`src/rtl/hmux_pkg.sv`:
```
package hmux_pkg;

    // Fill state of one crossing as it walks the pipeline.
    typedef enum logic {
        FILL_OPEN = 1'b0,   // lanes still free
        FILL_FULL = 1'b1    // every lane taken, further hits are dropped
    } fill_e;

endpackage

```
`src/rtl/hmux_lane_steer.sv`:
```
module hmux_lane_steer
    import hmux_pkg::*;
#(
    parameter int NLANE = 8,
    parameter int IDX_W = 3
) (
    input  logic             hit,
    input  logic [IDX_W-1:0] idx_in,
    input  fill_e            fill_in,
    output logic [IDX_W-1:0] idx_out,
    output fill_e            fill_out,
    output logic [NLANE-1:0] lane_en,
    output logic             drop
);

    localparam logic [IDX_W-1:0] LAST_IDX = IDX_W'(NLANE - 1);

    // Enabled demultiplexer plus index adder for one channel.
    always_comb begin
        idx_out  = idx_in;
        fill_out = fill_in;
        lane_en  = '0;
        drop     = 1'b0;
        unique case (fill_in)
            FILL_OPEN: begin
                if (hit) begin
                    lane_en[idx_in] = 1'b1;
                    idx_out         = idx_in + IDX_W'(1);
                    if (idx_in == LAST_IDX) begin
                        fill_out = FILL_FULL;
                    end
                end
            end
            FILL_FULL: begin
                drop = hit;
            end
        endcase
    end

endmodule

```
`src/rtl/hmux_stage.sv`:
```
module hmux_stage
    import hmux_pkg::*;
#(
    parameter int NCHAN = 31,
    parameter int NLANE = 8,
    parameter int GRP   = 11,
    parameter int STAGE = 0,
    parameter int ROW_W = 4,
    parameter int CH_W  = 5,
    parameter int IDX_W = 3
) (
    input  logic                   clk,
    input  logic                   rst_n,
    input  logic [NCHAN-1:0]       in_hits,
    input  logic [NCHAN*ROW_W-1:0] in_rows,
    input  logic [IDX_W-1:0]       in_idx,
    input  fill_e                  in_fill,
    input  logic                   in_ovf,
    input  logic [NLANE-1:0]       in_vld,
    input  logic [NLANE*CH_W-1:0]  in_ch,
    input  logic [NLANE*ROW_W-1:0] in_row,
    output logic [NCHAN-1:0]       out_hits,
    output logic [NCHAN*ROW_W-1:0] out_rows,
    output logic [IDX_W-1:0]       out_idx,
    output fill_e                  out_fill,
    output logic                   out_ovf,
    output logic [NLANE-1:0]       out_vld,
    output logic [NLANE*CH_W-1:0]  out_ch,
    output logic [NLANE*ROW_W-1:0] out_row
);

    localparam int BASE = STAGE * GRP;

    logic [IDX_W-1:0] idx_c  [0:GRP];
    fill_e            fill_c [0:GRP];
    logic [NLANE-1:0] en_c   [0:GRP-1];
    logic [GRP-1:0]   drop_c;

    assign idx_c[0]  = in_idx;
    assign fill_c[0] = in_fill;

    // Chain of steering elements, one per channel of this group.
    for (genvar c = 0; c < GRP; c++) begin : g_chan
        if (BASE + c < NCHAN) begin : g_live
            hmux_lane_steer #(
                .NLANE (NLANE),
                .IDX_W (IDX_W)
            ) u_steer (
                .hit      (in_hits[BASE + c]),
                .idx_in   (idx_c[c]),
                .fill_in  (fill_c[c]),
                .idx_out  (idx_c[c+1]),
                .fill_out (fill_c[c+1]),
                .lane_en  (en_c[c]),
                .drop     (drop_c[c])
            );
        end else begin : g_pad
            assign idx_c[c+1]  = idx_c[c];
            assign fill_c[c+1] = fill_c[c];
            assign en_c[c]     = '0;
            assign drop_c[c]   = 1'b0;
        end
    end

    logic [NLANE-1:0]       nxt_vld;
    logic [NLANE*CH_W-1:0]  nxt_ch;
    logic [NLANE*ROW_W-1:0] nxt_row;
    logic                   nxt_ovf;

    // Output process: merge the enabled lanes into the word in flight.
    always_comb begin
        nxt_vld = in_vld;
        nxt_ch  = in_ch;
        nxt_row = in_row;
        for (int c = 0; c < GRP; c++) begin
            for (int l = 0; l < NLANE; l++) begin
                if ((BASE + c) < NCHAN && en_c[c][l]) begin
                    nxt_vld[l]                   = 1'b1;
                    nxt_ch[l*CH_W +: CH_W]       = CH_W'(BASE + c);
                    nxt_row[l*ROW_W +: ROW_W]    = in_rows[(BASE + c)*ROW_W +: ROW_W];
                end
            end
        end
        nxt_ovf = in_ovf | (|drop_c);
    end

    // State register of this pipeline stage.
    always_ff @(posedge clk or negedge rst_n) begin
        if (!rst_n) begin
            out_hits <= '0;
            out_rows <= '0;
            out_idx  <= '0;
            out_fill <= FILL_OPEN;
            out_ovf  <= 1'b0;
            out_vld  <= '0;
            out_ch   <= '0;
            out_row  <= '0;
        end else begin
            out_hits <= in_hits;
            out_rows <= in_rows;
            out_idx  <= idx_c[GRP];
            out_fill <= fill_c[GRP];
            out_ovf  <= nxt_ovf;
            out_vld  <= nxt_vld;
            out_ch   <= nxt_ch;
            out_row  <= nxt_row;
        end
    end

endmodule

```
`src/rtl/hit_lane_mux.sv`:
```
module hit_lane_mux
    import hmux_pkg::*;
#(
    parameter int NCHAN  = 31,
    parameter int NLANE  = 8,
    parameter int GRP    = 11,
    parameter int ROW_W  = 4,
    parameter int ROW_EN = 1
) (
    input  logic                             clk,
    input  logic                             rst_n,
    input  logic [NCHAN-1:0]                 hit_in,
    input  logic [NCHAN*ROW_W-1:0]           row_in,
    output logic [NLANE-1:0]                 lane_vld,
    output logic [NLANE*$clog2(NCHAN)-1:0]   lane_ch,
    output logic [NLANE*ROW_W-1:0]           lane_row,
    output logic                             overflow
);

    localparam int CH_W   = $clog2(NCHAN);
    localparam int IDX_W  = $clog2(NLANE);
    localparam int NSTAGE = (NCHAN + GRP - 1) / GRP;

    logic [NCHAN-1:0]       hits_l [0:NSTAGE];
    logic [NCHAN*ROW_W-1:0] rows_l [0:NSTAGE];
    logic [IDX_W-1:0]       idx_l  [0:NSTAGE];
    fill_e                  fill_l [0:NSTAGE];
    logic                   ovf_l  [0:NSTAGE];
    logic [NLANE-1:0]       vld_l  [0:NSTAGE];
    logic [NLANE*CH_W-1:0]  ch_l   [0:NSTAGE];
    logic [NLANE*ROW_W-1:0] row_l  [0:NSTAGE];

    // Every crossing enters with an empty word and index zero.
    assign hits_l[0] = hit_in;
    assign idx_l[0]  = '0;
    assign fill_l[0] = FILL_OPEN;
    assign ovf_l[0]  = 1'b0;
    assign vld_l[0]  = '0;
    assign ch_l[0]   = '0;
    assign row_l[0]  = '0;

    if (ROW_EN != 0) begin : g_rows
        assign rows_l[0] = row_in;
    end else begin : g_norows
        logic row_in_unused;
        assign row_in_unused = ^row_in;
        assign rows_l[0]     = '0;
    end

    for (genvar s = 0; s < NSTAGE; s++) begin : g_stage
        hmux_stage #(
            .NCHAN (NCHAN),
            .NLANE (NLANE),
            .GRP   (GRP),
            .STAGE (s),
            .ROW_W (ROW_W),
            .CH_W  (CH_W),
            .IDX_W (IDX_W)
        ) u_stage (
            .clk      (clk),
            .rst_n    (rst_n),
            .in_hits  (hits_l[s]),
            .in_rows  (rows_l[s]),
            .in_idx   (idx_l[s]),
            .in_fill  (fill_l[s]),
            .in_ovf   (ovf_l[s]),
            .in_vld   (vld_l[s]),
            .in_ch    (ch_l[s]),
            .in_row   (row_l[s]),
            .out_hits (hits_l[s+1]),
            .out_rows (rows_l[s+1]),
            .out_idx  (idx_l[s+1]),
            .out_fill (fill_l[s+1]),
            .out_ovf  (ovf_l[s+1]),
            .out_vld  (vld_l[s+1]),
            .out_ch   (ch_l[s+1]),
            .out_row  (row_l[s+1])
        );
    end

    assign lane_vld = vld_l[NSTAGE];
    assign lane_ch  = ch_l[NSTAGE];
    assign lane_row = row_l[NSTAGE];
    assign overflow = ovf_l[NSTAGE];

    // Pipeline tail fields with no consumer past the last stage.
    logic tail_unused;
    assign tail_unused = ^{hits_l[NSTAGE], rows_l[NSTAGE], idx_l[NSTAGE], fill_l[NSTAGE]};

endmodule

```
`config.mk`:
```
export PLATFORM = sky130hd
export DESIGN_NAME = hit_lane_mux
export DESIGN_NICKNAME = d
export VERILOG_FILES = /design/src/rtl/hmux_pkg.sv /design/src/rtl/hmux_lane_steer.sv /design/src/rtl/hmux_stage.sv /design/src/rtl/hit_lane_mux.sv
export SDC_FILE = /design/constraint.sdc
export NUM_CORES = 1
export LEC_CHECK = 0
export BUFFER_PORTS_ARGS = -buffer_cell sky130_fd_sc_hd__buf_2
export CAP_MARGIN = 5
export CORE_UTILIZATION = 50
export CTS_CLUSTER_SIZE = 16
export DETAILED_ROUTE_END_ITERATION = 12
export PLACE_DENSITY = 0.7
export SLEW_MARGIN = 5
export SYNTH_ARGS = -nofsm -noshare
export SYNTH_HDL_FRONTEND = slang
export SYNTH_SLANG_ARGS = --single-unit
export TNS_END_PERCENT = 50
```
`constraint.sdc`:
```
create_clock -name clk -period 25.1 [get_ports clk]
set_input_delay 2.51 -clock clk [delete_from_list [all_inputs] [get_ports clk]]
set_output_delay 2.51 -clock clk [all_outputs]
set_load 0.01 [all_outputs]
```
==> impl_results.rst, run 1 <==
.. list-table::
   :header-rows: 1

   * - Metric
     - Value
   * - Worst slew margin
     - just over 7%
   * - ANT nets after route
     - 0
   * - Post-synth top flop
     - dfrtp_1
   * - Data required time at the worst endpoint
     - approximately 26 ns
   * - Number of buffers inserted during clock tree synthesis
     - 41
   * - CTS tree
     - done
   * - Sinks on the clock net
     - 388
   * - Length of the first detailed-routing pass in iterations
     - 9
   * - Sw Pwr
     - between 2 and 3 mW
   * - Count of routing violations after the opening detailed-route iteration
     - between 3000 and 4000
   * - Count of mapped cells out of synthesis
     - around 3300
   * - Worst Path Class, Setup
     - register to register
   * - Post-detailed-route via-to-cell ratio
     - 6.62
   * - Post-cts repair resize count
     - 0
   * - Setup violation total in the final timing report
     - 0
   * - RSZ-0062 raised after global routing
     - no
   * - Relative contribution of the clock network to total power
     - between 10% and 20%
   * - Synthesized area per cell
     - roughly 8 sq um
   * - Remaining routing DRC violations
     - 0
   * - Worst setup margin
     - ~12 ns
   * - Area Overhead vs Synth
     - 9.29%
   * - Post-synth cell types
     - ~120
   * - Clock slew seen by the registers of the worst setup and hold paths
     - about 0.06 ns
   * - Combined flip-flop and latch cell area
     - a little under 0.01 sq mm
   * - Overall die area
     - about 0.056 sq mm
   * - Sort of element at the end of the critical path
     - register
   * - Initial antenna violation count
     - 3
   * - Core Footprint
     - about 0.054 sq mm
   * - Largest incremental delay on the critical path
     - slightly below 0.7 ns
   * - Run status
     - finished, final reports clean
   * - Commonest non-fill, non-tap cell in the layout
     - nor2_1
   * - Final critical delay including setup and external delays
     - around 13 ns
   * - NumNets Final
     - 3577
   * - Mapped cell area
     - 0.0273 sq mm
   * - Largest net degree at the start of global routing
     - between 100 and 150
   * - Die boundary height
     - between 200 and 250 um
   * - Number of max-cap violations
     - 0
   * - Layout Cells excl Fill
     - approximately 4000
   * - GRT Residual Overflow
     - 0
   * - Fraction of power consumed by combinational cells
     - a little over two thirds
   * - Sequential element share of the synthesized area
     - between 30% and 40%
   * - Share of post-route cells with drive strength above 1
     - roughly 14%
   * - Pre-CTS worst setup slack
     - approximately 13 ns
   * - Total Neg Setup Slack
     - 0 ns
   * - Clock root buffer
     - clkbuf_16
   * - Number of buffer cells added on primary ports
     - 237
   * - Cells after DPL
     - between 4000 and 5000
   * - Maximum count of clock buffers along a single path
     - 3
   * - Antenna diode count
     - 0
   * - Share of the clock period used by the worst path after layout
     - 52.3%
   * - Initial core utilization
     - between 50 and 60%
   * - Worst supply voltage drop on vdd
     - approximately 0.000087 V
   * - Total vias in the final route
     - approximately 27000
   * - Fin Hold WS
     - 0.316 ns
   * - Most frequent cells in the layout
     - nor2_1 (402), dfrtp_1 (388), nand2_1 (376), buf_2 (236), a21oi_1 (232)
   * - Number of H-tree branching levels
     - 2
   * - Cell type with the highest occurrence count on the critical path
     - ha_1
   * - Final worst clock skew
     - just under 0.05 ns
   * - Maximum fanout count along the critical path
     - 14
   * - Placer Congestion
     - just over 1
   * - Hold Fails Final Rpt
     - 0
   * - Leak
     - between 10 and 15 nW
   * - Maximum clock rate
     - about 76 MHz
   * - Global-route wire length before repair
     - roughly 160000 um
   * - Least-Margin Pin Slew
     - roughly 1.4 ns
   * - Post-CTS Hold Fix Bufs
     - 0
   * - Number of storage elements in the synthesis netlist
     - approximately 390
   * - Clock latency on the worst-skew pair
     - slightly above 0.6 ns
   * - Classification of the worst-slack hold path
     - register to register
   * - Fillers
     - 4912
   * - Total nets after synthesis
     - 3530
   * - Chip width
     - 236 um
   * - Slowest cell on the critical path
     - a21boi_1
   * - HPWL after DPL
     - about 88000 um
   * - Total number of placement rows
     - between 80 and 90
   * - IO Count
     - 238
   * - Cell Pwr Density
     - 179 mW/mm^2
   * - Critical path launch point type
     - register
   * - Share of flip-flops with an asynchronous set or reset after synthesis
     - between 90% and 100%
   * - Internal power
     - between 2 and 3 mW
   * - Routed WL per cell
     - ~27 um
   * - EDFF count, synth
     - 0
   * - WL final
     - ~110000 um
   * - Sequential group share of total power
     - around 18%
   * - Vias in the first global route
     - around 26000
   * - Number of setup buffers added after CTS
     - 0
   * - Area occupied by multi-input gates
     - 0.0161 sq mm
   * - GR Util All Layers
     - about two fifths
   * - Final Slew Violations
     - 0
   * - Yosys warning total
     - 0
   * - WP data arrival
     - around 14 ns
   * - Fraction of power spent switching nets
     - 52.5%
Yosys cell counts (27+ instances only):
| cell type | count | area [sq um] |
|---|---|---|
| and3_1 | 33 | 206 |
| buf_1 | 32 | 120 |
| mux2_2 | 49 | 552 |
| o21ai_0 | 180 | 901 |
| and2_1 | 28 | 175 |
| o211ai_1 | 66 | 495 |
| a21o_1 | 29 | 218 |
| a211o_1 | 31 | 272 |
| o22ai_1 | 33 | 206 |
| nand4_1 | 52 | 325 |
| mux2i_1 | 160 | 1600 |
| nor2_1 | 402 | 1510 |
| nand2b_1 | 36 | 225 |
| nand3_1 | 106 | 531 |
| buf_4 | 41 | 308 |
| a211oi_1 | 94 | 706 |
| clkbuf_1 | 151 | 567 |
| nor2b_1 | 27 | 169 |
| a21oi_1 | 232 | 1160 |
| a31oi_1 | 50 | 313 |
| nand2_1 | 376 | 1410 |
| ha_1 | 53 | 663 |
| nor3_1 | 78 | 390 |
| inv_1 | 98 | 368 |
| dfrtp_1 | 388 | 9710 |
| or3_1 | 45 | 282 |
metal layers:
metal	global-route usage, %	share of wire (%)	up-vias
met5	0	0.011	-
met4	13.5	3.7	2
met3	6.04	8.5	234
met2	62.5	46	1478
met1	52.4	42	13221
li1	-	-	12159
sequential cells by signal (all words and copies together) (netlist names):
register	cells
g_stage.u_stage.out_rows	116
g_stage.u_stage.out_ch	112
g_stage.u_stage.out_row	96
g_stage.u_stage.out_hits	29
g_stage.u_stage.out_vld	24
g_stage.u_stage.out_idx	6
g_stage.u_stage.out_ovf	3
g_stage.u_stage.out_fill	2
critical path, delay by kind of cell, from the launching register on:
family                   cells  cell delay (ns)
AO/OA/AOI/OAI               10             3.13
XOR/XNOR                     1             0.13
adder cells (fa/ha/maj)     11             3.11
buffers and inverters        4             0.75
flip-flops                   1             0.56
multiplexers                 1             0.53
AND/OR/NAND/NOR             17             4.81
path summary, 6_finish.rpt:
check	startpoint	end	slack (ns)	cells after the start
min in group asynchronous	rst_n	g_stage[0].u_stage.out_rows[85]$_DFF_PN0_	1.97	1
min reg2reg	g_stage[0].u_stage.out_rows[109]$_DFF_PN0_	g_stage[1].u_stage.out_rows[109]$_DFF_PN0_	0.32	0
max	g_stage[0].u_stage.out_idx[0]$_DFF_PN0_	g_stage[1].u_stage.out_vld[1]$_DFF_PN0_	11.97	44
max reg2reg	g_stage[0].u_stage.out_idx[0]$_DFF_PN0_	g_stage[1].u_stage.out_vld[1]$_DFF_PN0_	11.97	44
max in group asynchronous	rst_n	g_stage[0].u_stage.out_rows[105]$_DFF_PN0_	20.75	3
min	g_stage[0].u_stage.out_rows[109]$_DFF_PN0_	g_stage[1].u_stage.out_rows[109]$_DFF_PN0_	0.32	0
power by group through the flow:
stage	sequential, mW	combinational [mW]	clock, mW
after floorplan	0.917	2.56	0
after global placement	0.980	3.50	0
after detailed placement	0.983	3.57	0
after CTS	0.972	3.59	0.669
after global routing	0.984	3.97	0.695
final	0.975	3.72	0.661
area by class of cell:
type / instances / share of cell area, %
multi-input cells: 2573 / 53.9
flip-flops and latches: 388 / 32.5
repair buffers: 256 / 4.48
clock buffers: 51 / 3.73
well taps: 696 / 2.91
inverters: 106 / 1.33
clock inverters: 21 / 1.17
through the flow:
stage          total power, mW  cell area (sq um)  utilization [%]
3_5_place_dp              4.55              28400             52.7
6_report                  5.36              29900             55.4
5_1_grt                   5.65              29900             55.4
3_3_place_gp              4.48              28400             52.7
4_1_cts                   5.23              29900             55.4
2_1_floorplan             3.47              27300                -
cell families (layout without fill, tap and decap cells):
family	count (synthesis)	in the layout	share of synthesized area [%]
xor+xnor	32	32	1.48
buf+inv	358	434	5.67
simple gates	1289	1289	22.2
flops	388	388	35.5
compound gates	981	981	24.3
fa+ha+maj	54	54	2.50
mux	217	217	8.38
No activity file was read; power rests on OpenSTA's default activity.
==> run 2: changes to the inputs <==
Settings changed: PLACE_DENSITY 0.7 to 0.72.
Clock period 25.1 ns to 10.75 ns, I/O delays scaled along.
==> impl_results.rst, run 2 (synthesis results as in run 1) <==
.. list-table::
   :header-rows: 1

   * - Metric
     - Value
   * - Total number of placement rows
     - 85 (unchanged)
   * - Pre-CTS worst setup slack
     - 0.0736 ns (-12.43 ns)
   * - Number of buffers inserted during clock tree synthesis
     - 42 (+2.4%)
   * - Clock root buffer
     - clkbuf_16
   * - Maximum fanout count along the critical path
     - 13 (-1)
   * - Share of post-route cells with drive strength above 1
     - 15.1% (+1.1 points)
   * - Clock latency on the worst-skew pair
     - 0.59 ns (-0.03 ns)
   * - ANT nets after route
     - 0 (unchanged)
   * - HPWL after DPL
     - 78700 um (-10%)
   * - Vias in the first global route
     - 24775 (-3.8%)
   * - Run status
     - finished, final reports clean
   * - Launch point of the critical path
     - g_stage[0].u_stage.out_idx[0]$_DFF_PN0_
   * - Number of H-tree branching levels
     - 2 (unchanged)
   * - Number of max-cap violations
     - 0 (unchanged)
   * - Die boundary height
     - 236 um (unchanged)
   * - Worst setup margin
     - 0.607 ns (-11.36 ns)
   * - IO Count
     - 238 (unchanged)
   * - Worst supply voltage drop on vdd
     - 0.000226 V (+160%)
   * - Beginning of the worst register-to-register path
     - g_stage[0].u_stage.out_idx[0]$_DFF_PN0_
   * - Final Slew Violations
     - 0 (unchanged)
   * - Final worst clock skew
     - 0.0268 ns (-0.0228 ns)
   * - Worst Path Class, Setup
     - register to register
   * - Hold Fails Final Rpt
     - 0 (unchanged)
   * - Worst slew margin
     - 15.1% (+7.9 points)
   * - Cell Pwr Density
     - 409 mW/mm^2 (+130%)
   * - Chip width
     - 236 um (unchanged)
   * - Flip-flop count of the largest register after layout
     - 116 (unchanged)
   * - Power after layout
     - 12.3 mW (+130%)
   * - Registers with the highest flip-flop counts
     - g_stage.u_stage.out_rows (116), g_stage.u_stage.out_ch (112), g_stage.u_stage.out_row (96)
   * - Total vias in the final route
     - 26659 (-1.6%)
   * - WP data arrival
     - 10.61 ns (-3.03 ns)
   * - GR Util All Layers
     - 35.2% (-3.4 points)
   * - Most frequent cells in the layout
     - nor2_1 (401), dfrtp_1 (387), nand2_1 (375), buf_2 (236), a21oi_1 (231)
   * - Commonest non-fill, non-tap cell in the layout
     - nor2_1
   * - Sinks on the clock net
     - 388 (unchanged)
   * - Share of the clock period used by the worst path after layout
     - 94.3% (+42 points)
   * - NumNets Final
     - 3609 (+0.89%)
   * - Number of buffer cells added on primary ports
     - 237 (unchanged)
   * - Maximum count of clock buffers along a single path
     - 3 (unchanged)
   * - Critical path launch point type
     - register
   * - Post-detailed-route via-to-cell ratio
     - 6.46 (-2.5%)
   * - Remaining routing DRC violations
     - 0 (unchanged)
   * - Cell type with the highest occurrence count on the critical path
     - ha_1
   * - Largest incremental delay on the critical path
     - 0.40 ns (-0.29 ns)
   * - Count of routing violations after the opening detailed-route iteration
     - 3677 (+6.5%)
   * - Leak
     - 13.9 nW (+1.2%)
   * - Placer Congestion
     - 1.01 (-0.48%)
   * - Start point of the worst hold path
     - g_stage[0].u_stage.out_rows[114]$_DFF_PN0_
   * - Global-route wire length before repair
     - 150000 um (-7.3%)
   * - Core Footprint
     - 0.0539 sq mm (unchanged)
   * - Setup violation total in the final timing report
     - 0 (unchanged)
   * - Length of the first detailed-routing pass in iterations
     - 7 (-2)
   * - Sort of element at the end of the critical path
     - register
   * - Overall die area
     - 0.0556 sq mm (unchanged)
   * - Fin Hold WS
     - 0.328 ns (+0.0119 ns)
   * - Area Overhead vs Synth
     - 10.3%
   * - Final critical delay including setup and external delays
     - 10.14 ns (-2.99 ns)
   * - Routed WL per cell
     - 24.1 um (-10%)
   * - Clock slew seen by the registers of the worst setup and hold paths
     - 0.06 ns (about the same)
   * - Initial antenna violation count
     - 1 (-2)
   * - Biggest register
     - g_stage.u_stage.out_rows
   * - CTS tree
     - done
   * - GRT Residual Overflow
     - 0 (unchanged)
   * - Slowest cell on the critical path
     - or3_1
   * - Least-Margin Pin Slew
     - 1.26 ns (-0.128 ns)
   * - Largest net degree at the start of global routing
     - 178 (+50%)
   * - Initial core utilization
     - 50.7% (unchanged)
   * - WL final
     - 99400 um (-9.4%)
   * - Data required time at the worst endpoint
     - 11.21 ns (-14.40 ns)
   * - Classification of the worst-slack hold path
     - register to register
   * - Maximum clock rate
     - 98.6 MHz (+29%)
## run 2: changes by cell type in the layout (fill, tap and decap cells not counted), moves of 2 or more
cell / delta
inv_8: +3
clkinv_2: -2
nor4_1: +2
buf_4: +30
clkinvlp_4: +5
inv_6: +4
clkbuf_16: +2
nor3_1: +2
nor3_2: -2
bufinv_16: -3
nor4_2: -2
## run 2: path summary, 6_finish.rpt
path                       depth (start not counted)                                         end  slack, ns
min in group asynchronous                          1   g_stage[0].u_stage.out_rows[85]$_DFF_PN0_       0.45
min                                                0  g_stage[1].u_stage.out_rows[114]$_DFF_PN0_       0.33
min reg2reg                                        0  g_stage[1].u_stage.out_rows[114]$_DFF_PN0_       0.33
max in group asynchronous                          2  g_stage[0].u_stage.out_rows[117]$_DFF_PN0_       8.88
max reg2reg                                       47     g_stage[1].u_stage.out_vld[4]$_DFF_PN0_       0.61
max                                               47     g_stage[1].u_stage.out_vld[4]$_DFF_PN0_       0.61
## run 2: power by group
| group | internal [mW] | switching, mW | total [mW] |
|---|---|---|---|
| Combinational | 3.17 | 5.37 | 8.54 |
| Sequential | 1.98 | 0.278 | 2.26 |
| Clock | 0.875 | 0.652 | 1.53 |
| Total | 6.02 | 6.30 | 12.3 |
## run 2: critical path, delay by kind of cell (launching register included)
family,cells,cell delay [ns]
flops,1,0.38
buf+inv,8,1.40
fa+ha+maj,10,2.66
compound gates,11,1.82
simple gates,18,3.75
## run 2: timing repair
item / 4_1_cts / 5_1_grt
gates resized for setup: 0 / 13
buffers inserted: 0 / 3
hold buffers: 0 / 0
endpoints found under the setup margin: 0 / 83
## run 2: area by class of cell
type | count | area, sq um
clock buffer | 51 | 1150
sequential | 388 | 9710
clock inverter | 26 | 309
inverter | 106 | 398
tap | 696 | 871
fill | 5010 | 23800
multi-input combinational | 2573 | 16100
antenna | 1 | 2.50
timing repair buffer | 287 | 1580
## run 2: per-layer routing
| metal | vias to the layer above | track usage (%) | routed length [um] |
|---|---|---|---|
| met1 | 12767 | 47.6 | 40300 |
| met4 | 0 | 12.7 | 3570 |
| met5 | - | 0 | 0 |
| met3 | 225 | 5.04 | 8660 |
| met2 | 1423 | 57.6 | 46900 |
| li1 | 12244 | - | - |
## run 2: per-stage QoR
stage	std cells	setup TNS [ns]	area [sq um]	util (%)
floorplan	3319	0	27300	-
global placement	4047	0	28600	53.1
detailed placement	4047	0	28600	53.1
CTS	4124	0	30100	55.8
global route	4127	-0.0000551	30100	55.9
finish	4128	0	30100	55.9
